### src/rtl/mrs_pkg.sv
package mrs_pkg;
  typedef struct packed {
    logic ale;
    logic cs_n;
    logic rd_n;
    logic wr_n;
  } strobe_t;

  localparam strobe_t STROBE_IDLE = '{ale: 1'b0, cs_n: 1'b1, rd_n: 1'b1, wr_n: 1'b1};
endpackage

### src/rtl/mrs_sync.sv
module mrs_sync #(
  parameter int unsigned     W       = 1,
  parameter logic [W-1:0]    RST_VAL = '0
) (
  input  logic         clk_i,
  input  logic         rst_ni,
  input  logic [W-1:0] d_i,
  output logic [W-1:0] q_o
);
  logic [W-1:0] s1_q, s2_q;

  always_ff @(posedge clk_i or negedge rst_ni) begin
    if (!rst_ni) begin
      s1_q <= RST_VAL;
      s2_q <= RST_VAL;
    end else begin
      s1_q <= d_i;
      s2_q <= s1_q;
    end
  end

  assign q_o = s2_q;
endmodule

### src/rtl/mrs_ctrl.sv
module mrs_ctrl
  import mrs_pkg::*;
#(
  parameter int unsigned DATA_W = 8
) (
  input  logic              clk_i,
  input  logic              rst_ni,
  input  strobe_t           strb_i,
  input  logic [DATA_W-1:0] data_i,
  output logic [DATA_W-1:0] addr_o,
  output logic              we_o,
  output logic [DATA_W-1:0] wdata_o,
  output logic              err_o
);
  logic              ale_q, wr_q, conf_q, wr_ok_q, err_q;
  logic [DATA_W-1:0] addr_q, wdat_q;
  logic              ale_fall, wr_rise, conflict, wr_ok_d;

  assign ale_fall = ale_q & ~strb_i.ale;
  assign wr_rise  = ~wr_q & strb_i.wr_n;
  assign conflict = ~strb_i.rd_n & ~strb_i.wr_n;
  // ok survives only if every low-strobe cycle saw cs low and no read
  assign wr_ok_d  = (wr_q ? 1'b1 : wr_ok_q) & ~strb_i.cs_n & strb_i.rd_n;

  always_ff @(posedge clk_i or negedge rst_ni) begin
    if (!rst_ni) begin
      ale_q   <= 1'b0;
      wr_q    <= 1'b1;
      conf_q  <= 1'b0;
      wr_ok_q <= 1'b0;
      err_q   <= 1'b0;
      addr_q  <= '0;
      wdat_q  <= '0;
    end else begin
      ale_q  <= strb_i.ale;
      wr_q   <= strb_i.wr_n;
      conf_q <= conflict;
      err_q  <= conflict & ~conf_q;
      if (ale_fall) addr_q <= data_i;
      if (!strb_i.wr_n) begin
        wr_ok_q <= wr_ok_d;
        wdat_q  <= data_i;
      end
    end
  end

  assign addr_o  = addr_q;
  assign we_o    = wr_rise & wr_ok_q;
  assign wdata_o = wdat_q;
  assign err_o   = err_q;
endmodule

### src/rtl/mrs_regfile.sv
module mrs_regfile #(
  parameter int unsigned DATA_W = 8,
  parameter int unsigned ADDR_W = 8
) (
  input  logic              clk_i,
  input  logic              rst_ni,
  input  logic              we_i,
  input  logic [ADDR_W-1:0] addr_i,
  input  logic [DATA_W-1:0] wdata_i,
  output logic [DATA_W-1:0] rdata_o
);
  localparam int unsigned DEPTH = 1 << ADDR_W;

  logic [DATA_W-1:0] rows [DEPTH];

  for (genvar i = 0; i < DEPTH; i++) begin : g_row
    always_ff @(posedge clk_i or negedge rst_ni) begin
      if (!rst_ni)                                rows[i] <= '0;
      else if (we_i && addr_i == ADDR_W'(i))      rows[i] <= wdata_i;
    end
  end

  assign rdata_o = rows[addr_i];
endmodule

### src/rtl/mrs_bus_slave.sv
module mrs_bus_slave
  import mrs_pkg::*;
#(
  parameter int unsigned DATA_W = 8
) (
  input  logic              clk_i,
  input  logic              rst_ni,
  input  logic              ale_i,
  input  logic              cs_ni,
  input  logic              rd_ni,
  input  logic              wr_ni,
  input  logic [DATA_W-1:0] bus_i,
  output logic [DATA_W-1:0] bus_o,
  output logic              bus_oe_o,
  output logic              err_o
);
  localparam int unsigned ADDR_W = DATA_W;

  strobe_t           strb_raw, strb_s;
  logic [DATA_W-1:0] data_s, addr_q, wdata, rdata;
  logic              we, oe_q;

  assign strb_raw = '{ale: ale_i, cs_n: cs_ni, rd_n: rd_ni, wr_n: wr_ni};

  mrs_sync #(.W($bits(strobe_t)), .RST_VAL(STROBE_IDLE)) u_sync_strb (
    .clk_i, .rst_ni, .d_i(strb_raw), .q_o(strb_s)
  );

  mrs_sync #(.W(DATA_W), .RST_VAL('0)) u_sync_data (
    .clk_i, .rst_ni, .d_i(bus_i), .q_o(data_s)
  );

  mrs_ctrl #(.DATA_W(DATA_W)) u_ctrl (
    .clk_i, .rst_ni, .strb_i(strb_s), .data_i(data_s),
    .addr_o(addr_q), .we_o(we), .wdata_o(wdata), .err_o
  );

  mrs_regfile #(.DATA_W(DATA_W), .ADDR_W(ADDR_W)) u_rf (
    .clk_i, .rst_ni, .we_i(we), .addr_i(addr_q), .wdata_i(wdata), .rdata_o(rdata)
  );

  // enable taken straight from pins: one register, fast release of the lines
  always_ff @(posedge clk_i or negedge rst_ni) begin
    if (!rst_ni) oe_q <= 1'b0;
    else         oe_q <= ~cs_ni & ~rd_ni & wr_ni;
  end

  assign bus_oe_o = oe_q;
  assign bus_o    = oe_q ? rdata : '0;
endmodule

### config.mk
export PLATFORM = sky130hd
export DESIGN_NAME = mrs_bus_slave
export DESIGN_NICKNAME = d
export VERILOG_FILES = /design/src/rtl/mrs_pkg.sv /design/src/rtl/mrs_sync.sv /design/src/rtl/mrs_ctrl.sv /design/src/rtl/mrs_regfile.sv /design/src/rtl/mrs_bus_slave.sv
export SDC_FILE = /design/constraint.sdc
export NUM_CORES = 2
export LEC_CHECK = 0
export BUFFER_PORTS_ARGS = -buffer_cell sky130_fd_sc_hd__buf_2
export CAP_MARGIN = 10
export CORE_MARGIN = 5
export CORE_UTILIZATION = 65
export CTS_CLUSTER_DIAMETER = 60
export DETAILED_ROUTE_END_ITERATION = 8
export GPL_TIMING_DRIVEN = 0
export PLACE_DENSITY = 0.85
export RECOVER_POWER = 100
export SLEW_MARGIN = 20
export SYNTH_ARGS = -nofsm -noshare
export SYNTH_HDL_FRONTEND = slang
export SYNTH_SLANG_ARGS = --single-unit
export TNS_END_PERCENT = 50
### constraint.sdc
create_clock -name clk_i -period 4.2 [get_ports clk_i]
set_input_delay 0.84 -clock clk_i [delete_from_list [all_inputs] [get_ports clk_i]]
set_output_delay 0.84 -clock clk_i [all_outputs]
set_load 0.03 [all_outputs]
==> flow_summary.rst <==
.. list-table::
   :header-rows: 1

   * - Metric
     - Value
   * - Outcome
     - finished, violations left
   * - Violated checks
     - capacitance limit, slew limit, setup timing
   * - Number of hold-slack violations in the final timing report
     - 0
   * - Initial core utilization
     - 65.6%
   * - Flip-flop and latch count after synthesis
     - 2,094
   * - Share of the cycle needed by the critical path after routing
     - 127%
   * - Most frequent standard cell in the layout excluding fill and tap cells
     - sky130_fd_sc_hd__dfrtp_1
   * - GRT Overall Usage
     - 50.7%
   * - Core Util, Final
     - 74.9%
   * - Via density per instance
     - 7.60
   * - Upper clock frequency limit
     - 187 MHz
   * - Pin count of the biggest net entering global routing
     - 150
   * - Arrival time at the worst endpoint
     - 4.51 ns
   * - Biggest area contributors in the synthesized netlist
     - sky130_fd_sc_hd__dfrtp_1, sky130_fd_sc_hd__mux2_2, sky130_fd_sc_hd__mux4_2
   * - Worst min-delay path class
     - in -> reg
   * - Slew at the pin closest to its max-slew limit
     - 2.55 ns
   * - Antenna-violating nets left
     - 0
   * - Number of global-route vias before repair
     - 67,308
   * - Min Tclk post-route
     - 5.35 ns
   * - Synthesized area
     - 95,800 sq um
   * - Mean routed wirelength per cell
     - 45.0 um
   * - Critical Path Fanout Max
     - 10
   * - Detailed placer's ending HPWL
     - 272,000 um
   * - Antenna violations before repair
     - 43
   * - Worst setup slack after placement
     - -1.42 ns
   * - Clock transition at path regs
     - 0.06 ns
   * - Height of the die
     - 394 um
   * - Sequential element share of the synthesized area
     - 54.7%
   * - Number of sinks on the clock net
     - 2,094
   * - Critical path cell sequence
     - buf_12 -> buf_12 -> buf_16 -> buf_12 -> buf_8 -> buf_12 -> o21ai_2 -> o211ai_1 -> o32ai_4 -> o211ai_1 -> and4b_2 -> buf_4
   * - Data required time of the critical path
     - 3.36 ns
   * - Leading area contributor after synthesis
     - sky130_fd_sc_hd__dfrtp_1
   * - Hold path startpoint
     - bus_i[1]
   * - Flip-flop cell with the highest count after synthesis
     - sky130_fd_sc_hd__dfrtp_1
   * - Average footprint of a synthesized cell
     - 15.2 sq um
   * - Cell with the most instances on the worst path
     - sky130_fd_sc_hd__buf_12
   * - Htree depth
     - 4
   * - Growth of design area from synthesis to finish
     - 14.2%
   * - Max cap viols
     - 11
   * - Core region area
     - 146,000 sq um
   * - Number of pins exceeding their max-slew limit in the final report
     - 751
   * - Number of rows created at floorplan
     - 140
   * - Ratio of total power to cell area
     - 448 nW/um^2
   * - Leakage
     - 0.0525 uW
   * - Horiz. Die Dim
     - 394 um
   * - TritonCTS clock tree
     - built
   * - Share of flip-flops with an asynchronous set or reset after synthesis
     - 100%
   * - Number of placed instances with taps included
     - 8,271
   * - DRC
     - 0
   * - Post-synthesis cell type count
     - 69
   * - Worst slew margin relative to its limit
     - -70.1%
   * - DRT Wirelength
     - 395,000 um
   * - Final setup fails
     - 376
   * - Maximum buffer depth of the clock tree
     - 3
   * - Share of layout cells above drive strength 1
     - 50.1%
   * - Count of routing violations after the opening detailed-route iteration
     - 9,197
   * - Warnings, synthesis
     - 0
   * - Critical Path Source Type
     - register
   * - Largest delay share family, worst path
     - buffers and inverters
   * - Overall Power
     - 49,000 uW
   * - First-pass DRT Iterations
     - 7
   * - Grt total ovfl
     - 0
   * - Critical path launch point
     - u_ctrl.addr_o[0]$_DFFE_PN0P_
   * - Setup crit end kind
     - primary output
   * - Non-filler cells in the finished layout
     - 8,778
   * - Detailed-route via count
     - 66,683
   * - Top library cells by usage in the layout, fill and taps aside
     - sky130_fd_sc_hd__dfrtp_1, sky130_fd_sc_hd__mux2_2, sky130_fd_sc_hd__mux4_2
   * - Crit path max-delay cell type
     - sky130_fd_sc_hd__o211ai_1
   * - Routability congestion estimate from global placement
     - 1.08
   * - Setup Skew
     - 0.0380 ns
   * - Hold_ws
     - 0.0824 ns
   * - Wire length of the first global-routing pass
     - 540,000 um
   * - Number of buffers inserted during clock tree synthesis
     - 210
   * - Critical setup path kind
     - reg -> out
   * - Master cell of the clock root buffer
     - sky130_fd_sc_hd__clkbuf_16
   * - Number of placed I/O pins
     - 24
   * - Number of inserted filler cells in the final layout
     - 8,699
   * - Fraction of synthesized cell area taken by the top area cell type
     - 54.5%
   * - Unrepaired setup endpoints after global routing
     - yes
   * - Number of enable flip-flop cells after synthesis
     - 0
   * - Source of the worst register-to-register timing path
     - u_ctrl.addr_o[0]$_DFFE_PN0P_
   * - Least setup slack across all paths after layout
     - -1.15 ns
   * - Die Footprint
     - 155,000 sq um
   * - Delay of the slowest cell on the worst path
     - 0.68 ns
   * - Synthesized netlist net count
     - 6,324
   * - Final nets
     - 6,672
   * - Number of buffer and inverter instances along the worst setup path
     - 7
   * - Post-synthesis instance total
     - 6,310
   * - Skew-Pair Late Insertion Delay
     - 0.86 ns
   * - Number of buffer cells added on primary ports
     - 23
   * - Peak supply drop
     - 0.000441 V
## cell families after synthesis
group | count (synthesis) | synth area share [%]
AOI/OAI and AO/OA | 376 | 2.73
buffers and inverters | 473 | 2.39
DFF | 2094 | 54.7
muxes | 2773 | 36.8
and+or+nand+nor | 594 | 3.41
## Yosys cell counts (6+ instances only)
cell / count
sky130_fd_sc_hd__o21ai_0: 60
sky130_fd_sc_hd__and4b_1: 6
sky130_fd_sc_hd__dfstp_2: 7
sky130_fd_sc_hd__nor2_2: 87
sky130_fd_sc_hd__clkbuf_1: 286
sky130_fd_sc_hd__nor3_2: 7
sky130_fd_sc_hd__o211a_1: 6
sky130_fd_sc_hd__nand3_1: 55
sky130_fd_sc_hd__inv_1: 9
sky130_fd_sc_hd__nand2b_1: 15
sky130_fd_sc_hd__o211ai_1: 27
sky130_fd_sc_hd__buf_6: 23
sky130_fd_sc_hd__nand2_1: 206
sky130_fd_sc_hd__mux4_2: 388
sky130_fd_sc_hd__a31oi_1: 16
sky130_fd_sc_hd__nor2_1: 67
sky130_fd_sc_hd__and3_1: 11
sky130_fd_sc_hd__o32ai_1: 7
sky130_fd_sc_hd__nor3_1: 16
sky130_fd_sc_hd__a221oi_1: 22
sky130_fd_sc_hd__mux2_2: 1990
sky130_fd_sc_hd__buf_2: 81
sky130_fd_sc_hd__a211oi_1: 9
sky130_fd_sc_hd__buf_1: 13
sky130_fd_sc_hd__nand2_2: 20
sky130_fd_sc_hd__nor2_4: 40
sky130_fd_sc_hd__mux2i_1: 297
sky130_fd_sc_hd__a21oi_1: 38
sky130_fd_sc_hd__o311ai_0: 7
sky130_fd_sc_hd__mux2_1: 98
sky130_fd_sc_hd__o22ai_1: 46
sky130_fd_sc_hd__a2111oi_1: 6
sky130_fd_sc_hd__a21o_1: 6
sky130_fd_sc_hd__nor2b_1: 19
sky130_fd_sc_hd__o22a_1: 6
sky130_fd_sc_hd__nand4_1: 17
sky130_fd_sc_hd__a22oi_1: 99
sky130_fd_sc_hd__dfrtp_1: 2087
sky130_fd_sc_hd__buf_4: 56
## state kept, by name, summed over array words and instances, names as in the netlist
signal / cells
bus_oe_o: 1
u_ctrl.addr_o: 8
u_ctrl.ale_q: 1
u_ctrl.conf_q: 1
u_ctrl.err_o: 1
u_ctrl.wdata_o: 8
u_ctrl.wr_ok_q: 1
u_ctrl.wr_q: 1
u_rf.rows: 2048
u_sync_data.q_o: 8
u_sync_data.s1_q: 8
u_sync_strb.q_o: 4
u_sync_strb.s1_q: 4
## power by group
| part | total [uW] | switching, uW | leakage, uW | internal, uW |
|---|---|---|---|---|
| sequential | 20800 | 263 | 0.0291 | 20600 |
| combinational | 8340 | 6010 | 0.0199 | 2340 |
| clock | 19800 | 8410 | 0.00356 | 11400 |
## through the flow
stage	area (sq um)	setup TNS, ns
floorplan	95800	0
detailed placement	98900	-17.25
global placement	98300	-
CTS	109000	-6.94
finish	109000	-71.55
global route	109000	-170.63
## repair_timing
item                       in CTS  in global routing
hold endpoints to repair        0                  0
gates cloned                    4                  0
setup endpoints to repair      80                 17
hold buffers                    0                  0
setup buffers                  33                 60
pin swaps                      47                 37
gates resized for setup       538                108
## path summary, 6_finish.rpt
check	depth (start not counted)	slack, ns	to
hold / removal	1	0.08	u_sync_data.s1_q[1]$_DFF_PN0_
setup reg to reg	10	-0.52	u_rf.rows[1824]$_DFFE_PN0P_
hold reg to reg	0	0.35	u_sync_data.q_o[4]$_DFF_PN0_
setup / recovery	12	-1.15	bus_o[4]
max in group asynchronous	6	-0.03	u_rf.rows[2027]$_DFFE_PN0P_
min in group asynchronous	2	0.14	u_rf.rows[1297]$_DFFE_PN0P_
## metal layers
layer | wire length [um] | share of wire [%] | global-route usage (%)
met1 | 133000 | 34 | 61.8
met4 | 41900 | 11 | 41.9
met3 | 59300 | 15 | 25.3
met2 | 160000 | 41 | 67.4
met5 | 345 | 0.087 | 0
## cell type report
| cell class | count | area [sq um] | share of cell area [%] |
|---|---|---|---|
| Timing Repair Buffer | 140 | 1440 | 1.32 |
| Inverter | 11 | 41.3 | 0.0378 |
| Clock inverter | 70 | 916 | 0.837 |
| Buffer | 458 | 3600 | 3.29 |
| Sequential cell | 2094 | 52400 | 47.9 |
| Clock buffer | 317 | 6300 | 5.76 |
| Multi-Input combinational cell | 3743 | 42200 | 38.6 |
| Antenna cell | 28 | 70.1 | 0.0641 |
| Tap cell | 1917 | 2400 | 2.19 |
Power figures use the tool's default switching activity.
